<file path="src/rtl/csa_pkg.sv">
package csa_pkg;
  // Strobes from the carry-select control to the datapath.
  typedef struct packed {
    logic takeHigh;   // use the candidate built for an assumed carry of 1
    logic lsbFeed;    // carry that enters sum bit 0
  } selStrobeT;
endpackage

</file>
<file path="src/rtl/csa_half_stage.sv">
module csa_half_stage #(
  parameter int WIDTH = 16
) (
  input  logic [WIDTH-1:0] opA,
  input  logic [WIDTH-1:0] opB,
  output logic [WIDTH-1:0] halfSum,
  output logic [WIDTH-1:0] halfCarry
);
  assign halfSum   = opA ^ opB;
  assign halfCarry = opA & opB;
endmodule

</file>
<file path="src/rtl/csa_carry_gen.sv">
module csa_carry_gen #(
  parameter int WIDTH       = 16,
  parameter bit ASSUMED_CIN = 1'b0
) (
  input  logic [WIDTH-1:0] halfSum,
  input  logic [WIDTH-1:0] halfCarry,
  output logic [WIDTH-1:0] carryWord
);
  // With a fixed incoming carry, bit 0 folds into a constant choice.
  if (ASSUMED_CIN) begin : g_lsb_one
    assign carryWord[0] = halfCarry[0] | halfSum[0];
  end else begin : g_lsb_zero
    assign carryWord[0] = halfCarry[0];
  end

  for (genvar i = 1; i < WIDTH; i++) begin : g_chain
    assign carryWord[i] = halfCarry[i] | (halfSum[i] & carryWord[i-1]);
  end
endmodule

</file>
<file path="src/rtl/csa_sel_ctrl.sv">
module csa_sel_ctrl
  import csa_pkg::*;
(
  input  logic      carryIn,
  output selStrobeT strobes
);
  always_comb begin
    strobes.takeHigh = carryIn;
    strobes.lsbFeed  = carryIn;
  end
endmodule

</file>
<file path="src/rtl/csa_datapath.sv">
module csa_datapath
  import csa_pkg::*;
#(
  parameter int WIDTH = 16
) (
  input  logic [WIDTH-1:0] opA,
  input  logic [WIDTH-1:0] opB,
  input  selStrobeT        strobes,
  output logic [WIDTH-1:0] sumOut,
  output logic             carryOut
);
  localparam int NUM_CAND = 2;

  logic [WIDTH-1:0] halfSum;
  logic [WIDTH-1:0] halfCarry;
  logic [WIDTH-1:0] carryCand [NUM_CAND];
  logic [WIDTH-1:0] pickedCarry;

  csa_half_stage #(.WIDTH(WIDTH)) u_half (
    .opA      (opA),
    .opB      (opB),
    .halfSum  (halfSum),
    .halfCarry(halfCarry)
  );

  for (genvar k = 0; k < NUM_CAND; k++) begin : g_cand
    csa_carry_gen #(.WIDTH(WIDTH), .ASSUMED_CIN(k == 1)) u_gen (
      .halfSum  (halfSum),
      .halfCarry(halfCarry),
      .carryWord(carryCand[k])
    );
  end

  // Carry-0 word is a bitwise subset of carry-1 word, so the choice is an OR.
  assign pickedCarry = carryCand[0] | ({WIDTH{strobes.takeHigh}} & carryCand[1]);

  assign sumOut[0] = halfSum[0] ^ strobes.lsbFeed;
  if (WIDTH > 1) begin : g_upper_sum
    assign sumOut[WIDTH-1:1] = halfSum[WIDTH-1:1] ^ pickedCarry[WIDTH-2:0];
  end
  assign carryOut = pickedCarry[WIDTH-1];

  always_comb begin
    a_r2_half_exclusive: assert ((halfSum & halfCarry) == '0)
      else $error("R2: half-sum and half-carry both set");
    a_r3_cand_order: assert ((carryCand[0] & ~carryCand[1]) == '0)
      else $error("R3: carry-0 candidate exceeds carry-1 candidate");
    a_r3_cand_lsb: assert (carryCand[1][0] == (opA[0] | opB[0]))
      else $error("R3: carry-1 candidate bit 0 wrong");
    a_r4_pick: assert (pickedCarry == (strobes.takeHigh ? carryCand[1] : carryCand[0]))
      else $error("R4: selected carry word does not match candidate");
  end
endmodule

</file>
<file path="src/rtl/shared_carry_select_adder.sv">
module shared_carry_select_adder
  import csa_pkg::*;
#(
  parameter int WIDTH = 16
) (
  input  logic [WIDTH-1:0] opA,
  input  logic [WIDTH-1:0] opB,
  input  logic             carryIn,
  output logic [WIDTH-1:0] sumOut,
  output logic             carryOut
);
  localparam int RES_W = WIDTH + 1;

  selStrobeT strobes;

  csa_sel_ctrl u_ctrl (
    .carryIn(carryIn),
    .strobes(strobes)
  );

  csa_datapath #(.WIDTH(WIDTH)) u_dp (
    .opA     (opA),
    .opB     (opB),
    .strobes (strobes),
    .sumOut  (sumOut),
    .carryOut(carryOut)
  );

  logic [RES_W-1:0] refTotal;
  assign refTotal = RES_W'(opA) + RES_W'(opB) + RES_W'(carryIn);

  always_comb begin
    a_r8_total: assert ({carryOut, sumOut} == refTotal)
      else $error("R8: result differs from plain addition");
    a_r5_lsb: assert (sumOut[0] == (opA[0] ^ opB[0] ^ carryIn))
      else $error("R5: sum bit 0 wrong");
  end
endmodule

</file>
<file path="config.mk">
export PLATFORM = sky130hd
export DESIGN_NAME = shared_carry_select_adder
export DESIGN_NICKNAME = d
export VERILOG_FILES = /design/src/rtl/csa_pkg.sv /design/src/rtl/csa_half_stage.sv /design/src/rtl/csa_carry_gen.sv /design/src/rtl/csa_sel_ctrl.sv /design/src/rtl/csa_datapath.sv /design/src/rtl/shared_carry_select_adder.sv
export SDC_FILE = /design/constraint.sdc
export NUM_CORES = 1
export LEC_CHECK = 0
export BUFFER_PORTS_ARGS = -buffer_cell sky130_fd_sc_hd__buf_2
export CAP_MARGIN = 30
export CELL_PAD_IN_SITES_DETAIL_PLACEMENT = 0
export CELL_PAD_IN_SITES_GLOBAL_PLACEMENT = 1
export CORE_AREA = 5 5 62 64
export DETAILED_ROUTE_END_ITERATION = 10
export DIE_AREA = 0 0 67 69
export PLACE_DENSITY = 0.91
export SYNTH_ARGS = -nofsm -noshare
export SYNTH_HDL_FRONTEND = slang
export SYNTH_HIERARCHICAL = 1
export SYNTH_SLANG_ARGS = --single-unit
</file>
<file path="constraint.sdc">
create_clock -name vclk -period 2.6
set_input_delay 0.13 -clock vclk [all_inputs]
set_output_delay 0.13 -clock vclk [all_outputs]
set_load 0.1 [all_outputs]
</file>
* After elaboration in Yosys (flattened, before gate mapping)
Index checks and enable logic that the tools add are counted.
** Cells by class
- $mul :: 0
- Bitwise operators :: 67
- Shift operators :: 0
- Div/mod/pow operators :: 0
- Muxes and demuxes :: 0
- Order comparisons :: 0
- Reductions and logical operators :: 0
- Add/sub/neg operators :: 0
- Eq/ne operators :: 0
** Operator list (count)
- $and 16x16->16 :: 2
- $or 1x1->1 :: 31
- $and 1x1->1 :: 30
- $or 16x16->16 :: 1
- $xor 16x16->16 :: 1
- $xor 15x15->15 :: 1
- $xor 1x1->1 :: 1
** Storage, ports and cells
- Register bits after elaboration :: 0
- Bits of input ports :: 33
- Bits in read-only memories :: 0
- Logic and storage cells :: 67
- Output and inout bits :: 17
- Memory bits (writable) :: 0
- Latch bits :: 0
- Memories kept :: 0

* Longest topological paths before layout
Gate-level depths: netlist (run 1).
- Depth after elaboration :: 35
- Depth in mapped cells :: 8
- Mapped depth without buffers :: 8

* By module
The synthesis (run 1) kept the hierarchy.
** Modules (own cells, without submodules)
- csa_datapath :: times used 1, cells an instance 34, area an instance 296.5 um^2, seq. area each 0.0 um^2
- csa_carry_gen (u_dp.g_cand[1].u_gen) :: times used 1, cells an instance 36, area an instance 286.5 um^2, seq. area each 0.0 um^2
- csa_carry_gen (u_dp.g_cand[0].u_gen) :: times used 1, cells an instance 40, area an instance 280.3 um^2, seq. area each 0.0 um^2
- csa_half_stage :: times used 1, cells an instance 16, area an instance 200.2 um^2, seq. area each 0.0 um^2
- csa_sel_ctrl :: times used 1, cells an instance 2, area an instance 15.0 um^2, seq. area each 0.0 um^2

* Least setup slack after synthesis (run 1)
Ideal clock, no wire load.
- Path kind :: input port to output port
- Start point :: input opA[1]
- End point :: output sumOut[13]
- Required time :: 2.470 ns
- Slack :: -0.455 ns
- Path buffers :: 0
- Stages :: 8
- Data arrival time :: 2.925 ns
- Cells stage by stage :: ha_1 o21a_1 o221ai_2 o22a_4 o21ai_2 a21o_1 a21oi_2 xnor2_1
** RTL lines
- start: declaration :: line shared_carry_select_adder.sv:6 : input logic [WIDTH-1:0] opA,
- end: declaration :: line shared_carry_select_adder.sv:9 : output logic [WIDTH-1:0] sumOut,

==> out/metrics.sh, run 1 <==
OUTCOME='completed'
IO_BUFFERS=50
SYNTH_ADDER_AREA_SHARE_PCT=18.56
GRT_OVERFLOW=0
NETSWITCHINGFRACTION_PCT=65.55
GRT_ANTENNA_BEFORE_REPAIR=0
SYNTH-XOR-AREA-SHARE_PCT=12.99
FIN_TNS_SETUP_NS=0
SYNTHESIS.AREA_PER_INSTANCE_UM2=8.426
ROUTE.DETAILED.VIAS_PER_INST=5.064
POST-DP-HPWL_MM=2.470
SYNTH.CELL_AREA_MM2=0.001079
CRIT_TYPE='input port to output pin'
DETAILEDROUTE.FIRSTITERATIONVIOLATIONS=27
SYNTH_SEQUENTIAL_AREA_RATIO_PCT=0
TIMING.CRITICAL_PATH.CELLS='buf_2, ha_1, a21o_1, a21o_1, a31o_4, or4b_4, a221o_1, a21o_2, buf_2'
CP_TOP_FAMILY='compound AO/OA/AOI/OAI gates'
COMBINATIONAL_FAMILY_WITH_THE_MOST_AREA_AFTER_SYNTHESIS='compound AO/OA/AOI/OAI gates'
INTERNAL_POWER_mW=0.3639
SYN_INST=128
WIRE_LENGTH_OF_THE_FIRST_GLOBAL_ROUTING_PASS_MM=4.905
INITIAL_UTILIZATION_PCT=33.37
PLACE_CONGESTION=0.8048
SYNTH_MUX_AREA_SHARE_PCT=0
FLOORPLAN.ROWS=21
POWER_SHARE_OF_THE_CLOCK_GROUP_PCT=0
GR-USAGE-ALL-LAYERS_PCT=12.27
FP.DIEW_UM=67
GRT_SETUP_UNREPAIRED='false'
DIE_AREA_MM2=0.004623
VIA_COUNT=1180
MAX-CAP-VIOLATIONS=0
TIMING.FINAL.CRIT_PERIOD_NS=2.493
GRT_PASS1_VIAS=1168
NCLKBUFFERS=0
SYNTH_TO_LAYOUT_AREA_GROWTH_PCT=55.10
YOSYSWARNINGS=6
IR_WORST_VDD_mV=0.3056
ROUTE.DETAILED.DRC=0
COREAREA_MM2=0.003232
NUM-NETS-FINAL=238
CTS_SETUP_BUFFERS=0
NUMSEQUENTIALCELLS=0
HOLD_BUFFERS=0
CRITICAL_PATH_ARRIVAL_NS=2.36
LAYOUT_WORST_PATH_CYCLE_SHARE_PCT=95.90
SETUP_VIOLATIONS=0
ROUTED_WIRE_LENGTH_PER_INSTANCE_UM=12.02
NETLIST-CELL-TYPE-COUNT=39
WORST-PATH-MAX-FANOUT=3
RELSLEWSLACK_PCT=67.60
TIMING_HOLD_VIOLATIONS_FINAL=0
SYNTH_COMPOUND_GATE_AREA_SHARE_PCT=53.02
WORST-PATH-BUF-INV=2
ROUTE.FINAL.WIRE_LENGTH_MM=2.801
TIMING_MAX_TRANSITION_VIOLATIONS_FINAL=0
WORST_SETUP_PATH_START_KIND='input port'
SEQCELLAREA_UM2=0
CRITICAL_PATH_SINK_TYPE='output pin'
STATIC-LEAKAGE-POWER_nW=0.8645
TIGHTESTPINTRANSITION_NS=0.4893
FIN_TOTAL_PWR_mW=1.056
NET-SWITCHING-POWER_mW=0.6923
WORSTPATHREQUIRED_NS=2.47
LAYOUT_COMMONEST_CELL='buf_2'
POWER_DENSITY_mW_PER_MM2=631.4
SYNTH_NETS=177
POWER.COMBINATIONAL.FRACTION_PCT=100.0
HOLD_PATH_CLASS='input port to output pin'
ANT_NETS=0
DRIVE_GT1_SHARE_PCT=56.68
FLOORPLAN_DIE_HEIGHT_UM=69
FIRSTDRTPASSITERS=4
MAX_FREQ_MHz=401.1
BOUNDARYPINS=50
POWER.SEQUENTIAL.FRACTION_PCT=0
GRT_MAX_DEGREE=18
LAYOUT_COMMON_CELLS='buf_2, a21o_1, ha_1'
TIMING.CRITICAL_PATH.SLOWEST_STAGE_CELL='or4b_4'
WORST_STAGE_DELAY_ON_THE_CRITICAL_PATH_NS=0.48
NUMBER_OF_DIODES_ADDED_FOR_ANTENNA_FIXING=0
SYNTH_SIMPLE_GATE_AREA_SHARE_PCT=9.397
[kinds of logic (layout without fill, tap and decap cells)]
family / count (synthesis) / count (layout)
compound gates: 71 / 71
simple gates: 17 / 17
fa+ha+maj: 16 / 16
xor+xnor: 16 / 16
buf+inv: 8 / 67
[power by group through the flow]
stage	clock [mW]	sequential (mW)	combinational, mW
after floorplan	0	0	0.783
after global placement	0	0	1.05
after detailed placement	0	0	1.06
after CTS	0	0	1.06
after global routing	0	0	1.11
final	0	0	1.06
[cell usage after synthesis, types with 2 or more instances]
master | instances | area (um^2)
ha_1 | 16 | 200.2
a31o_2 | 3 | 26.28
nor2_1 | 2 | 7.510
inv_1 | 3 | 11.26
buf_4 | 3 | 22.52
nor3_1 | 2 | 10.01
a21o_2 | 3 | 26.28
nand2_1 | 4 | 15.01
a21oi_1 | 12 | 60.06
nand2b_1 | 3 | 18.77
a21oi_2 | 8 | 70.07
o21ai_0 | 6 | 30.03
o21ai_2 | 2 | 17.52
xnor2_1 | 15 | 131.4
or2_2 | 2 | 12.51
o21bai_1 | 2 | 15.01
a21o_1 | 17 | 127.6
o21a_1 | 4 | 30.03
[final cells by class]
cell class                      count  area, um^2
Fill cell                         317        1559
Timing Repair Buffer               64       490.5
Tap cell                           46       57.56
Multi-Input combinational cell    120        1114
Inverter                            3       11.26
[layer usage]
metal / GRT usage, % / vias up / wire length, um / share of wire (%)
met5: 0 / - / 0 / 0
met4: 0.6757 / 0 / 20 / 0.71
met3: 0.6494 / 2 / 159 / 5.7
met2: 23.91 / 29 / 1484 / 53
met1: 14.84 / 538 / 1136 / 41
li1: - / 611 / - / -
[worst paths after layout]
path	start	end	slack, ns	depth (start not counted)
max	opA[7]	carryOut	0.11	9
min	opB[0]	sumOut[0]	0.85	4
[timing repair]
| item | 4_1_cts | 5_1_grt |
|---|---|---|
| pin swaps | 0 | 2 |
| endpoints found under the setup margin | 1 | 2 |
| gates cloned | 0 | 0 |
| gates resized for setup | 1 | 3 |
[metrics by stage]
| step | area (um^2) | std cells | util (%) | hold slack, ns | worst slack (ns) |
|---|---|---|---|---|---|
| 2_1_floorplan | 1169 | 128 | - | 0.8006 | 0.02109 |
| 3_3_place_gp | 1663 | 233 | 51.45 | 0.8427 | 0.01416 |
| 3_5_place_dp | 1663 | 233 | 51.45 | 0.8550 | 0.005636 |
| 4_1_cts | 1667 | 233 | 51.57 | 0.8578 | 0.04469 |
| 5_1_grt | 1673 | 233 | 51.76 | 0.8796 | 0.01617 |
| 6_report | 1673 | 233 | 51.76 | 0.8533 | 0.1066 |
Note: power is estimated with default switching activity, not from simulation.
==> run 2, diff against run 1 <==
--- a/config.mk
+++ b/config.mk
@@ -5,13 +5,14 @@
 export SDC_FILE = /design/constraint.sdc
 export NUM_CORES = 1
 export LEC_CHECK = 0
+export ABC_AREA = 1
 export BUFFER_PORTS_ARGS = -buffer_cell sky130_fd_sc_hd__buf_2
 export CAP_MARGIN = 30
 export CELL_PAD_IN_SITES_DETAIL_PLACEMENT = 0
 export CELL_PAD_IN_SITES_GLOBAL_PLACEMENT = 1
-export CORE_AREA = 5 5 62 64
+export CORE_AREA = 2 2 64 66
 export DETAILED_ROUTE_END_ITERATION = 10
-export DIE_AREA = 0 0 67 69
+export DIE_AREA = 0 0 66 68
 export PLACE_DENSITY = 0.91
 export SYNTH_ARGS = -nofsm -noshare
 export SYNTH_HDL_FRONTEND = slang
==> out/metrics.sh, run 2 <==
NUM-NETS-FINAL=334  # +40%
PLACE_CONGESTION=0.7438  # -7.6%
SETUP_VIOLATIONS=2  # +2
WIRE_LENGTH_OF_THE_FIRST_GLOBAL_ROUTING_PASS_MM=4.174  # -15%
DRIVE_GT1_SHARE_PCT=51.24  # -5.4 points
TIMING.FINAL.WS_SETUP_NS=-0.06452  # -0.1711 ns
SYNTH_TO_LAYOUT_AREA_GROWTH_PCT=51.46
ROUTE.FINAL.WIRE_LENGTH_MM=2.419  # -14%
SYNTH.CELL_AREA_MM2=0.001201  # +11%
CRIT_TOP_CELL='nand2_2'
POSTPLACECELLAREA_MM2=0.001689  # +1.6%
TIGHTESTPINTRANSITION_NS=0.4907  # +0.001323 ns
DP_WORST_SETUP_SLACK_NS=-0.1766  # -0.1822 ns
FINAL_CELLS=333  # +43%
NUMSEQUENTIALCELLS=0  # unchanged
YOSYS.CELL_COUNT.TOP_TYPE='nand2_2'
WORST_STAGE_DELAY_ON_THE_CRITICAL_PATH_NS=0.23  # -0.25 ns
CP_TOP_FAMILY='simple AND/OR/NAND/NOR gates'
FIRSTDRTPASSITERS=4  # unchanged
NETLIST-CELL-TYPE-COUNT=13  # -67%
SYN_INST=219  # +71%
HOLD_PATH_CLASS='input port to output pin'
WORST_SETUP_PATH_START_KIND='input port'
TIMING_MAX_TRANSITION_VIOLATIONS_FINAL=0  # unchanged
SYNTH_SEQUENTIAL_AREA_RATIO_PCT=0  # unchanged
TIMING.HOLD.WORST_PATH_DEPTH=6  # +2
SYNTH_NETS=268  # +51%
FLOORPLAN.ROWS=23  # +9.5%
BOUNDARYPINS=50  # unchanged
TIMING.FINAL.CRIT_PERIOD_NS=2.665  # +0.1711 ns
COREAREA_MM2=0.003856  # +19%
STATIC-LEAKAGE-POWER_nW=1.149  # +33%
WORSTPATHREQUIRED_NS=2.47  # about the same
NCLKBUFFERS=0  # unchanged
FINALCOREUTILIZATION_PCT=47.18  # -4.6 points
FLOORPLAN_DIE_HEIGHT_UM=68  # -1.4%
GRT_SETUP_UNREPAIRED='true'
POWER_DENSITY_mW_PER_MM2=467.1  # -26%
MAX-CAP-VIOLATIONS=0  # unchanged
FINALINSTANCEAREA_MM2=0.001819  # +8.8%
GRT_ANTENNA_BEFORE_REPAIR=0  # unchanged
SEQCELLAREA_UM2=0  # unchanged
HOLD_BUFFERS=0  # unchanged
VIOLATIONS='negative setup slack'
MAX_FREQ_MHz=375.3  # -6.4%
NUMBER_OF_DIODES_ADDED_FOR_ANTENNA_FIXING=0  # unchanged
LAYOUT_COMMON_CELLS='nand2_2, inv_1, nand2_1'
ROUTE.DETAILED.VIAS_PER_INST=3.949  # -22%
LAYOUT_WORST_PATH_CYCLE_SHARE_PCT=102.5  # +6.6 points
IO_BUFFERS=50  # unchanged
POST-DP-HPWL_MM=2.186  # -12%
WORST-PATH-BUF-INV=2  # unchanged
GRT_MAX_DEGREE=18  # unchanged
ROUTE.DETAILED.DRC=0  # unchanged
FP.DIEW_UM=66  # -1.5%
IR_WORST_VDD_mV=0.2047  # -33%
CRITICAL_PATH_ARRIVAL_NS=2.53  # +0.17 ns
ROUTED_WIRE_LENGTH_PER_INSTANCE_UM=7.264  # -40%
POST-PLACE-CELLS=324  # +39%
ANT_NETS=0  # unchanged
FIN_TNS_SETUP_NS=-0.1286  # -0.1286 ns
TIMING.HOLD.WORST.START='opB[15]'
GRT_OVERFLOW=0  # unchanged
OUTCOME='finished with violations'
TIMING.CRITICAL_PATH.SLOWEST_STAGE_CELL='ha_4'
INITIAL_UTILIZATION_PCT=31.15  # -2.2 points
YOSYSWARNINGS=6  # unchanged
CRIT_TYPE='input port to output pin'
VIA_COUNT=1315  # +11%
SYNTH_LARGEST_TYPE_AREA_FRACTION_PCT=31.77  # +13 points
TIMING_HOLD_VIOLATIONS_FINAL=0  # unchanged
GR-USAGE-ALL-LAYERS_PCT=10.98  # -1.3 points
TIMING.HOLD.WORST_ENDPOINT='sumOut[15]'
NETLIST_TOP_CELLS_COUNT='nand2_2, inv_1, nand2_1'
RELSLEWSLACK_PCT=67.51  # -0.088 points
DETAILEDROUTE.FIRSTITERATIONVIOLATIONS=32  # +19%
SYNTHESIS.AREA_PER_INSTANCE_UM2=5.485  # -35%
CRITICAL_PATH_SINK_TYPE='output pin'
SYNTH_AREA_LEADER_CELL='nand2_2'
GRT_PASS1_VIAS=1118  # -4.3%
DIE_AREA_MM2=0.004488  # -2.9%
SYNTH.TOP_CELLS.BY_AREA='nand2_2, inv_1, nand2_1'
WORST-PATH-MAX-FANOUT=2  # -1
LAYOUT_COMMONEST_CELL='nand2_2'
run 2: how the worst max path moves through the flow:
stage	startpoint	end	depth (start not counted)
floorplan	opA[1]	sumOut[15]	33
global placement	opA[1]	sumOut[15]	35
detailed placement	opA[1]	sumOut[15]	35
CTS	opA[0]	carryOut	34
global route	opA[0]	sumOut[15]	35
finish	opA[0]	carryOut	34
run 2: routing by layer:
layer	vias to the layer above	GRT usage, %	share of wire [%]
met4	0	0	0
met2	31	21.59	50
met5	-	0	0
met1	529	14.06	45
li1	755	-	-
met3	0	0.4934	5.3
run 2: cell type report:
cell class,count,area [um^2]
fill,404,2037
timing repair buffer,69,553.0
multi-input combinational,154,978.4
tap,50,62.56
inverter,60,225.2
run 2: where the power goes:
group          leakage, nW  total (mW)  switching [mW]  internal [mW]
clock network            0           0               0              0
registers                0           0               0              0
logic                 1.15       0.850           0.566          0.284
total                 1.15       0.850           0.566          0.284
run 2: kinds of logic after synthesis:
kind of cell	synth area share, %
AO/OA/AOI/OAI	1.459
XOR/XNOR	0.7293
adder cells (fa/ha/maj)	16.67
buffers and inverters	23.23
AND/OR/NAND/NOR	57.92
run 2: what timing repair did:
action | in CTS | in global routing
setup buffers | 9 | 0
pin swaps | 4 | 1
gates resized for setup | 8 | 5
hold endpoints to repair | 0 | 0
endpoints found under the setup margin | 3 | 7
run 2: stage by stage:
step | power, mW | hold WS, ns
6_report | 0.8498 | 0.8439
5_1_grt | 0.9102 | 0.8744
4_1_cts | 0.8464 | 0.8522
3_5_place_dp | 0.8129 | 0.8511
3_3_place_gp | 0.8058 | 0.8407
2_1_floorplan | 0.6104 | 0.7491
